$ cat src/rtl/vmp_pkg.sv
package vmp_pkg;
   typedef enum logic [1:0] {
      VMP_IDLE  = 2'd0,
      VMP_ISSUE = 2'd1,
      VMP_DRAIN = 2'd2,
      VMP_FIN   = 2'd3
   } vmp_state_e;
endpackage

$ cat src/rtl/vmp_agu.sv
module vmp_agu #(
   parameter int AW          = 10,
   parameter int MAXN        = 16,
   parameter int HAS_INDEXED = 1
) (
   input  logic                         clk,
   input  logic                         rst_n,
   input  logic                         start,
   input  logic                         step,
   input  logic [AW-1:0]                in_base,
   input  logic [AW-1:0]                in_stride,
   input  logic                         in_indexed,
   input  logic [MAXN*AW-1:0]           in_index,
   input  logic [$clog2(MAXN+1)-1:0]    in_count,
   output logic [AW-1:0]                addr,
   output logic [$clog2(MAXN)-1:0]      elem,
   output logic                         last_elem
);
   localparam int EW = $clog2(MAXN);
   localparam int CW = $clog2(MAXN+1);

   logic [AW-1:0] base_q, acc_q, stride_q;
   logic [EW-1:0] elem_q;
   logic [CW-1:0] cnt_q;

   // running strided address and element counter
   always_ff @(posedge clk) begin
      if (!rst_n) begin
         base_q   <= '0;
         acc_q    <= '0;
         stride_q <= '0;
         elem_q   <= '0;
         cnt_q    <= '0;
      end else if (start) begin
         base_q   <= in_base;
         acc_q    <= in_base;
         stride_q <= in_stride;
         elem_q   <= '0;
         cnt_q    <= in_count;
      end else if (step) begin
         elem_q   <= elem_q + EW'(1);
         acc_q    <= acc_q + stride_q;
      end
   end

   assign elem      = elem_q;
   assign last_elem = (CW'(elem_q) + CW'(1)) == cnt_q;

   generate
      if (HAS_INDEXED != 0) begin : g_indexed
         logic               idx_mode_q;
         logic [MAXN*AW-1:0] idx_q;
         always_ff @(posedge clk) begin
            if (!rst_n) begin
               idx_mode_q <= 1'b0;
               idx_q      <= '0;
            end else if (start) begin
               idx_mode_q <= in_indexed;
               idx_q      <= in_index;
            end
         end
         assign addr = idx_mode_q ? (base_q + idx_q[elem_q*AW +: AW]) : acc_q;
      end else begin : g_strided_only
         logic unused_idx;
         assign unused_idx = ^{in_indexed, in_index, base_q};
         assign addr = acc_q;
      end
   endgenerate
endmodule

$ cat src/rtl/vmp_bank_timers.sv
module vmp_bank_timers #(
   parameter int NB   = 8,
   parameter int BUSY = 4
) (
   input  logic          clk,
   input  logic          rst_n,
   input  logic [NB-1:0] hit,
   output logic [NB-1:0] busy
);
   localparam int TW = (BUSY > 1) ? $clog2(BUSY) : 1;

   generate
      if (BUSY <= 1) begin : g_no_busy
         logic unused_hit;
         assign unused_hit = ^hit;
         assign busy = '0;
      end else begin : g_timed
         for (genvar b = 0; b < NB; b++) begin : g_bank
            logic [TW-1:0] cnt_q;
            // reload on access, count down to zero, bank free at zero
            always_ff @(posedge clk) begin
               if (!rst_n)               cnt_q <= '0;
               else if (hit[b])          cnt_q <= TW'(BUSY - 1);
               else if (cnt_q != '0)     cnt_q <= cnt_q - TW'(1);
            end
            assign busy[b] = (cnt_q != '0);

            assert_busy_bank_untouched_R6: assert property (
               @(posedge clk) disable iff (!rst_n) hit[b] |-> !busy[b]);
         end
      end
   endgenerate
endmodule

$ cat src/rtl/vmp_ret_pipe.sv
module vmp_ret_pipe #(
   parameter int LAT = 12,
   parameter int LB  = 3,
   parameter int EW  = 4
) (
   input  logic          clk,
   input  logic          rst_n,
   input  logic          in_valid,
   input  logic [LB-1:0] in_bank,
   input  logic [EW-1:0] in_idx,
   input  logic          in_last,
   output logic          out_valid,
   output logic [LB-1:0] out_bank,
   output logic [EW-1:0] out_idx,
   output logic          out_last
);
   typedef struct packed {
      logic          v;
      logic [LB-1:0] b;
      logic [EW-1:0] i;
      logic          l;
   } tag_t;

   tag_t stg_q [LAT];

   // fixed-latency tag line, aligned with the bank read latency
   always_ff @(posedge clk) begin
      if (!rst_n) begin
         for (int s = 0; s < LAT; s++) stg_q[s] <= '0;
      end else begin
         stg_q[0] <= '{v: in_valid, b: in_bank, i: in_idx, l: in_last};
         for (int s = 1; s < LAT; s++) stg_q[s] <= stg_q[s-1];
      end
   end

   assign out_valid = stg_q[LAT-1].v;
   assign out_bank  = stg_q[LAT-1].b;
   assign out_idx   = stg_q[LAT-1].i;
   assign out_last  = stg_q[LAT-1].l;
endmodule

$ cat src/rtl/vmp_port.sv
module vmp_port
   import vmp_pkg::*;
#(
   parameter int AW          = 10,
   parameter int DW          = 16,
   parameter int NB          = 8,
   parameter int BUSY        = 4,
   parameter int LAT         = 12,
   parameter int MAXN        = 16,
   parameter int HAS_INDEXED = 1
) (
   input  logic                                   clk,
   input  logic                                   rst_n,
   input  logic                                   req_valid,
   output logic                                   req_ready,
   input  logic                                   req_store,
   input  logic                                   req_indexed,
   input  logic [AW-1:0]                          req_base,
   input  logic [AW-1:0]                          req_stride,
   input  logic [$clog2(MAXN+1)-1:0]              req_count,
   input  logic [MAXN*AW-1:0]                     req_index,
   input  logic [MAXN*DW-1:0]                     req_wdata,
   output logic [NB-1:0]                          bank_en,
   output logic [NB-1:0]                          bank_we,
   output logic [NB*(AW-$clog2(NB))-1:0]          bank_row,
   output logic [DW-1:0]                          bank_wdata,
   input  logic [NB*DW-1:0]                       bank_rdata,
   output logic                                   ld_valid,
   output logic [DW-1:0]                          ld_data,
   output logic [$clog2(MAXN)-1:0]                ld_idx,
   output logic                                   ld_last,
   output logic                                   done
);
   localparam int LB = $clog2(NB);
   localparam int RW = AW - LB;
   localparam int EW = $clog2(MAXN);

   // elaboration-time parameter checks
   generate
      if ((1 << LB) != NB || NB < 2) begin : g_bad_nb
         $error("vmp_port: NB must be a power of two of at least 2");
      end
      if (BUSY < 1) begin : g_bad_busy
         $error("vmp_port: BUSY must be at least 1");
      end
      if (LAT < 1) begin : g_bad_lat
         $error("vmp_port: LAT must be at least 1");
      end
      if (MAXN < 2) begin : g_bad_maxn
         $error("vmp_port: MAXN must be at least 2");
      end
      if (AW <= LB) begin : g_bad_aw
         $error("vmp_port: AW must exceed log2(NB)");
      end
   endgenerate

   vmp_state_e         state_q;
   logic               store_q;
   logic [MAXN*DW-1:0] wdata_q;

   logic [AW-1:0] addr;
   logic [EW-1:0] elem;
   logic          last_elem;
   logic [NB-1:0] busy;
   logic [LB-1:0] cur_bank;
   logic [RW-1:0] cur_row;
   logic          start, fire;

   logic          ret_v, ret_last;
   logic [LB-1:0] ret_bank;
   logic [EW-1:0] ret_idx;

   assign start    = (state_q == VMP_IDLE) && req_valid;
   assign cur_bank = addr[LB-1:0];
   assign cur_row  = addr[AW-1:LB];
   assign fire     = (state_q == VMP_ISSUE) && !busy[cur_bank];

   vmp_agu #(.AW(AW), .MAXN(MAXN), .HAS_INDEXED(HAS_INDEXED)) u_agu (
      .clk        (clk),
      .rst_n      (rst_n),
      .start      (start),
      .step       (fire),
      .in_base    (req_base),
      .in_stride  (req_stride),
      .in_indexed (req_indexed),
      .in_index   (req_index),
      .in_count   (req_count),
      .addr       (addr),
      .elem       (elem),
      .last_elem  (last_elem)
   );

   vmp_bank_timers #(.NB(NB), .BUSY(BUSY)) u_timers (
      .clk   (clk),
      .rst_n (rst_n),
      .hit   (bank_en),
      .busy  (busy)
   );

   vmp_ret_pipe #(.LAT(LAT), .LB(LB), .EW(EW)) u_ret (
      .clk       (clk),
      .rst_n     (rst_n),
      .in_valid  (fire && !store_q),
      .in_bank   (cur_bank),
      .in_idx    (elem),
      .in_last   (last_elem),
      .out_valid (ret_v),
      .out_bank  (ret_bank),
      .out_idx   (ret_idx),
      .out_last  (ret_last)
   );

   // per-bank address and enables
   generate
      for (genvar b = 0; b < NB; b++) begin : g_bank_if
         assign bank_en[b]             = fire && (cur_bank == LB'(b));
         assign bank_we[b]             = bank_en[b] && store_q;
         assign bank_row[b*RW +: RW]   = bank_en[b] ? cur_row : '0;
      end
   endgenerate

   assign bank_wdata = store_q ? wdata_q[elem*DW +: DW] : '0;

   // request sequencing
   always_ff @(posedge clk) begin
      if (!rst_n) begin
         state_q <= VMP_IDLE;
         store_q <= 1'b0;
         wdata_q <= '0;
      end else begin
         case (state_q)
            VMP_IDLE: if (req_valid) begin
               store_q <= req_store;
               wdata_q <= req_wdata;
               state_q <= (req_count == '0) ? VMP_FIN : VMP_ISSUE;
            end
            VMP_ISSUE: if (fire && last_elem) begin
               state_q <= store_q ? VMP_FIN : VMP_DRAIN;
            end
            VMP_DRAIN: if (ret_v && ret_last) begin
               state_q <= VMP_FIN;
            end
            default: state_q <= VMP_IDLE;
         endcase
      end
   end

   assign req_ready = (state_q == VMP_IDLE);
   assign done      = (state_q == VMP_FIN);
   assign ld_valid  = ret_v;
   assign ld_data   = ret_v ? bank_rdata[ret_bank*DW +: DW] : '0;
   assign ld_idx    = ret_idx;
   assign ld_last   = ret_v && ret_last;

   // returned-element counter used only by the ordering check
   logic [EW-1:0] ld_cnt_q;
   always_ff @(posedge clk) begin
      if (!rst_n)        ld_cnt_q <= '0;
      else if (start)    ld_cnt_q <= '0;
      else if (ld_valid) ld_cnt_q <= ld_cnt_q + EW'(1);
   end

   assert_one_bank_R3: assert property (
      @(posedge clk) disable iff (!rst_n) $onehot0(bank_en));

   assert_load_order_R8: assert property (
      @(posedge clk) disable iff (!rst_n) ld_valid |-> (ld_idx == ld_cnt_q));

   assert_ready_after_done_R10: assert property (
      @(posedge clk) disable iff (!rst_n) done |=> req_ready);

   assert_quiet_when_idle_R2: assert property (
      @(posedge clk) disable iff (!rst_n) req_ready |-> (bank_en == '0 && !ld_valid));
endmodule

$ cat config.mk
export PLATFORM = sky130hd
export DESIGN_NAME = vmp_port
export DESIGN_NICKNAME = d
export VERILOG_FILES = /design/src/rtl/vmp_pkg.sv /design/src/rtl/vmp_agu.sv /design/src/rtl/vmp_bank_timers.sv /design/src/rtl/vmp_ret_pipe.sv /design/src/rtl/vmp_port.sv
export SDC_FILE = /design/constraint.sdc
export NUM_CORES = 1
export LEC_CHECK = 0
export BUFFER_PORTS_ARGS = -buffer_cell sky130_fd_sc_hd__buf_4
export CAP_MARGIN = 20
export CORE_AREA = 2 2 267 269
export CTS_BUF_LIST = sky130_fd_sc_hd__clkbuf_8 sky130_fd_sc_hd__clkbuf_16
export CTS_CLUSTER_DIAMETER = 30
export DETAILED_ROUTE_END_ITERATION = 7
export DIE_AREA = 0 0 269 271
export PLACE_DENSITY = 0.7
export SLEW_MARGIN = 10
export SYNTH_ARGS = -nofsm -noshare
export SYNTH_HDL_FRONTEND = slang
export SYNTH_HIERARCHICAL = 1
export SYNTH_SLANG_ARGS = --single-unit
$ cat constraint.sdc
create_clock -name clk -period 13.7 [get_ports clk]
set_input_delay 0.685 -clock clk [delete_from_list [all_inputs] [get_ports clk]]
set_output_delay 0.685 -clock clk [all_outputs]
set_load 0.03 [all_outputs]
; ---- Word level (Yosys, flattened, before mapping)
; Memories as Yosys holds them, arrays and structs flattened.
; Cells that the tools add are included.
[op_classes]
magnitude_cmp = 1
reduce_logical = 46
bitwise = 13
n_addsub = 12
n_mul = 1
shift = 3
muxes = 51
eq_ne = 14
[ops]
columns = cell, count
row1 = $shiftx A256 B9 Y16, 1
row2 = $shiftx A160 B9 Y10, 1
row3 = $shiftx A128 B8 Y16, 1
row4 = $mux W9, 12
row5 = $mux W7, 8
row6 = $mux W2, 20
row7 = $reduce_bool A2 Y1, 17
row8 = $mux W16, 2
row9 = $mux W10, 3
row10 = $logic_and A1 B1 Y1, 21
row11 = $add A10 B10 Y10, 2
row12 = $sub A2 B1 Y2 const B, 8
row13 = $eq A3 B3 Y1 const B, 4
row14 = $or A1 B1 Y1, 12
row15 = $mul A4 B3 Y7 const B, 1
row16 = $eq A3 B2 Y1 const B, 2
row17 = $pmux W2 S3, 1
row18 = $add A4 B1 Y5 const B, 1
row19 = $eq A5 B5 Y1, 1
row20 = $logic_not A5 Y1, 1
row21 = $add A4 B1 Y4 const B, 1
row22 = $eq A2 B2 Y1 const B, 2
row23 = $lt A3 B4 Y1 const B, 1
row24 = $mux W1, 4
row25 = 12 further kinds, 14
[word_totals]
ram_bits = 108
inputBits = 574
mem_count = 1
reg_bits = 475
[memory_table]
columns = memory, depth, word_bits, rd, rd_ports_with_merged_regs, write_ports, line_no
row1 = u_ret.stg_q, 12, 9, 12, 0, 12, vmp_ret_pipe.sv:24  ; tag_t stg_q [LAT];

; ---- Depth between registers and ports, before layout
[depth]
depth_word = 11
mapped_depth = 16
depth_no_buf = 14

; ---- Cells and area by module
; Netlist, hierarchy kept.
[by_module_without_submodules]
columns = mod, n_inst, area_per_inst_um2, cells_per_inst
row1 = vmp_port, 1, 13143.9, 1438
row2 = vmp_agu, 1, 9213.8, 861
row3 = vmp_ret_pipe, 1, 2911.5, 227
row4 = vmp_bank_timers, 1, 799.5, 82

; ---- Least setup slack after synthesis
; Ideal clock, no wire load.
[synth_path]
path_type = register to output
from = reg u_agu.elem_q[0] (netlist: u_agu/elem[0])
to = out bank_row[28]
path_stages_with_launch = 12
path_buffers = 2
path_slack_ps = 8077
arrival_ps = 4938
t_required_ps = 13015
cell_sequence = dfxtp_1 > buf_2 > buf_2 > mux4_2 > mux4_2 > ha_1 > fa_1 > xnor2_1 > a21oi_1 > nand2_1 > nor4_1 > and2_1
[synth_via]
elab_chain_len = 10
[synth_rtl]
columns = item, line_no
row1 = from (decl), vmp_agu.sv:23  ; logic [EW-1:0] elem_q;
row2 = from (signal assigned), vmp_agu.sv:41  ; elem_q <= elem_q + EW'(1);
row3 = $mul A4 B3 Y7 *, vmp_agu.sv:62  ; assign addr = idx_mode_q ? (base_q + idx_q[elem_q*AW +: AW]) : acc_q;
row4 = $shiftx A160 B9 Y10 *, vmp_agu.sv:62
row5 = $add A10 B10 Y10 *, vmp_agu.sv:62
row6 = $mux W10 *, vmp_agu.sv:62
row7 = named net addr[2], vmp_port.sv:61  ; logic [AW-1:0] addr;
row8 = $bmux W1 S3, vmp_port.sv:76  ; assign fire = (state_q == VMP_ISSUE) && !busy[cur_bank];
row9 = $mux W1 (implied by the code), vmp_port.sv:76
row10 = $logic_not A1 Y1, vmp_port.sv:76
row11 = $logic_and A1 B1 Y1, vmp_port.sv:76
row12 = $logic_and A1 B1 Y1 *, vmp_port.sv:116  ; assign bank_en[b] = fire && (cur_bank == LB'(b));
row13 = named net bank_en[4], vmp_port.sv:23  ; output logic [NB-1:0] bank_en,
row14 = $mux W7 *, vmp_port.sv:118  ; assign bank_row[b*RW +: RW] = bank_en[b] ? cur_row : '0;
row15 = to (decl), vmp_port.sv:25  ; output logic [NB*(AW-$clog2(NB))-1:0] bank_row,
; Mark *: on every way through the listed nets, which the timed path passes. The rest lies on a longest branch. The select of a mux whose other input is x is not followed.

; ---- Worst setup path after layout
[layout_path]
from = reg u_agu.elem_q[0] (netlist: u_agu/elem[0])
to = out bank_row[9]
[layout_via]
elab_chain_len = 10
[layout_rtl]
columns = item, line_no
row1 = $mul A4 B3 Y7 *, vmp_agu.sv:62
row2 = $shiftx A160 B9 Y10 *, vmp_agu.sv:62
row3 = $add A10 B10 Y10 *, vmp_agu.sv:62
row4 = $mux W10 *, vmp_agu.sv:62
row5 = named net addr[2], vmp_port.sv:61
row6 = $bmux W1 S3, vmp_port.sv:76
row7 = $mux W1 (implied by the code), vmp_port.sv:76
row8 = $logic_not A1 Y1, vmp_port.sv:76
row9 = $logic_and A1 B1 Y1, vmp_port.sv:76
row10 = $logic_and A1 B1 Y1 *, vmp_port.sv:116
row11 = $mux W7 *, vmp_port.sv:118
; Marked as above.

==> summary.md <==
| Metric | Value |
|---|---|
| Status | `completed` |
| Clock Latency Late Sink | `0.69 ns` |
| Final Hold Fails | `0` |
| Max-slew violation count | `0` |
| Synth cell count leaders | `dfxtp_1 (583), nand2_1 (536), a21boi_0 (260)` |
| DRT met1 WL | `34.0 mm` |
| Post-cts hold buffer count | `0` |
| RSZ-0062 raised after global routing | `no` |
| Crit share post-route | `42.6%` |
| Crit end category | `output pin` |
| MaxCap Viol Count | `0` |
| GRT overflow | `0` |
| Nets | `3,857` |
| Post-synth ARST share | `0%` |
| Post-Syn Nets | `3,215` |
| Worst Path Required | `13.02 ns` |
| Global-route wire length before repair | `127 mm` |
| Wirelength per Cell | `20.1 um` |
| PD cells | `181 mW/mm2` |
| CTS root buffer | `clkbuf_16` |
| YS warnings | `6` |
| Fmax | `0.171 GHz` |
| Die Wd | `269 um` |
| Dpl cells | `4,064` |
| Total Die Area | `0.0729 mm2` |
| Dpl cell area | `0.0318 mm2` |
| Syn avg cell area | `10.0 um2` |
| Num rows | `97` |
| CTS clk-pin slew, worst paths | `0.05 ns` |
| Post-route setup TNS | `0 ns` |
| Post-synthesis sequential area ratio | `44.8%` |
| GRT Total Usage | `22.8%` |
| Post-CTS sizing | `0` |
| Initial antenna violation count | `21` |
| Ys flop type | `dfxtp_1` |
| Worst Setup Path Type | `flip-flop to output pin` |
| Die height | `271 um` |
| I/O pins | `686` |
| Metal2 WL | `41.5 mm` |
| DRC | `0` |
| Vias/cell | `5.03` |
| Synth Cell Area | `0.0261 mm2` |
| Design area | `0.0362 mm2` |
| Detailed Place HPWL | `62.2 mm` |
| Initial Util | `37.4%` |
| Min-delay worst type | `primary input to flip-flop` |
| Post-synth EDFFs | `0` |
| CTS H-tree depth | `3` |
| Final core utilization | `51.9%` |
| Critical Path Source Type | `flip-flop` |
| Drt first pass iters | `5` |
| Rel. slew slack | `20.2%` |
| I/O Buffers | `685` |
| Peak supply drop | `0.000154 V` |
| Fin crit period | `5.83 ns` |
| Largest net degree at the start of global routing | `201` |
| CP arrival | `5.15 ns` |
| Final number of setup-violating endpoints | `0` |
| Core area | `0.0698 mm2` |
| Met3 WL post-DR | `7.88 mm` |
| Final Skew | `0.0901 ns` |
| Sink Count | `583` |
| Leakage | `0.0151 uW` |
| Post-CTS Setup Bufs | `0` |
| ANT nets after route | `0` |
| Number of synthesized register bits | `583` |
| DRT iter0 DRCs | `1,597` |
| Count of cell types in the netlist | `56` |
| CP max FO | `91` |
| GP Congestion | `0.870` |
| Worst-margin pin slew | `1.20 ns` |
| CTS buffer count | `121` |
| Worst hold margin | `0.234 ns` |
| Top-count cell post-synth | `dfxtp_1` |
| Routed Wire Length | `86.6 mm` |
| DR vias | `21,700` |
| Cell Count, Final, Fillers Out | `4,314` |
| Synth area leader | `dfxtp_1` |
| Bufs on Longest Clock Path | `3` |
| CTS tree | `built` |
| Top sig layer | `met5` |
| Synthesized instance count | `2,608` |
| Layout cell share with drive strength beyond 1 | `32.9%` |
| Vias in the first global route | `21,100` |
| Top-area cell type share of the netlist area | `44.8%` |
| Synth top area cells | `dfxtp_1 (45%), mux4_2 (13%), mux2i_1 (9.6%)` |
| Syn-to-layout area delta | `38.9%` |
==> worst max-delay path, cell delays in order (launching register included) <==
cell and delay (ns):
dfxtp_4 0.61, buf_12 0.49, mux4_2 0.59, mux4_2 0.49
ha_1 0.34, xnor2_1 0.21, a21oi_1 0.10, buf_4 0.20
nand2b_1 0.21, nor3_1 0.85, and2_1 0.24, buf_4 0.16
==> placed cells by master, fill, tap and decap left out, drive strengths merged, types with 4 or more instances in the layout <==
cell type	n
nor2b	22
nor2	205
clkinv	44
a21o	5
a21oi	17
mux2	9
clkbuf	143
buf	709
ha	31
mux2i	250
nand3	5
clkinvlp	17
xnor2	21
nand2	536
mux4	148
a211oi	7
o21ai	8
bufinv	13
dfxtp	583
and2	175
diode	16
inv	51
nand4	4
nand2b	9
nor3	10
o22ai	18
o21a	19
a21boi	260
xor2	8
==> sequential cells by signal (all words and copies together) (netlist names) <==
register	flops
u_agu/stride_q	10
wdata_q	256
u_agu/acc_q	10
u_agu/elem	4
state_q	2
store_q	1
u_agu/g_indexed.idx_q	160
u_agu/base_q	10
u_agu/cnt_q	5
u_agu/g_indexed.idx_mode_q	1
u_timers/g_timed.g_bank.cnt_q	16
u_ret/stg_q	108
==> path summary, 6_finish.rpt <==
| kind | startpoint | to | slack [ns] | cells past startpoint |
|---|---|---|---|---|
| max | u_agu/elem[0]$_SDFFE_PP0P_ | bank_row[9] | 7.87 | 11 |
| min | req_index[105] | u_agu/g_indexed.idx_q[105]$_SDFFE_PN0P_ | 0.23 | 3 |
| max reg2reg | u_agu/elem[1]$_SDFFE_PP0P_ | u_agu/acc_q[9]$_SDFFE_PN0P_ | 8.48 | 15 |
| min reg2reg | u_ret/stg_q[7][6]$_SDFF_PN0_ | u_ret/stg_q[8][6]$_SDFF_PN0_ | 0.37 | 1 |
==> routing by layer <==
metal  GRT usage, %  up-vias
li1               -    10300
met4           9.77       14
met1           27.7    10300
met2           37.8      920
met5              0        -
met3           6.08      174
==> per-stage QoR <==
stage	power [uW]	setup slack (ns)
after floorplan	3100	8.08
after global placement	3540	8.46
after detailed placement	3570	8.29
after CTS	6580	7.61
after global routing	6840	7.47
final	6540	7.87
==> power breakdown <==
group          total (uW)  internal (uW)  switching (uW)
combinational        1430            661             768
sequential           2120           1960             168
clock                2990           1980            1010
==> cells by family after synthesis <==
group | after synthesis | synth area share (%)
compound gates | 349 | 9.77
buf+inv | 227 | 3.61
xor+xnor | 29 | 0.974
flops | 583 | 44.8
simple gates | 980 | 16.4
fa+ha+maj | 33 | 1.64
mux | 407 | 22.8
==> final cells by class <==
type                            count  area, um2
Tap cell                          940       1180
Antenna cell                       16       40.0
Timing Repair Buffer              710       5380
Clock inverter                     89       1000
Fill cell                        6240      33600
Multi-Input combinational cell   1798      13500
Sequential cell                   583      11700
Clock buffer                      142       3330
Inverter                           36        148
No activity file was read; power rests on OpenSTA's default activity.
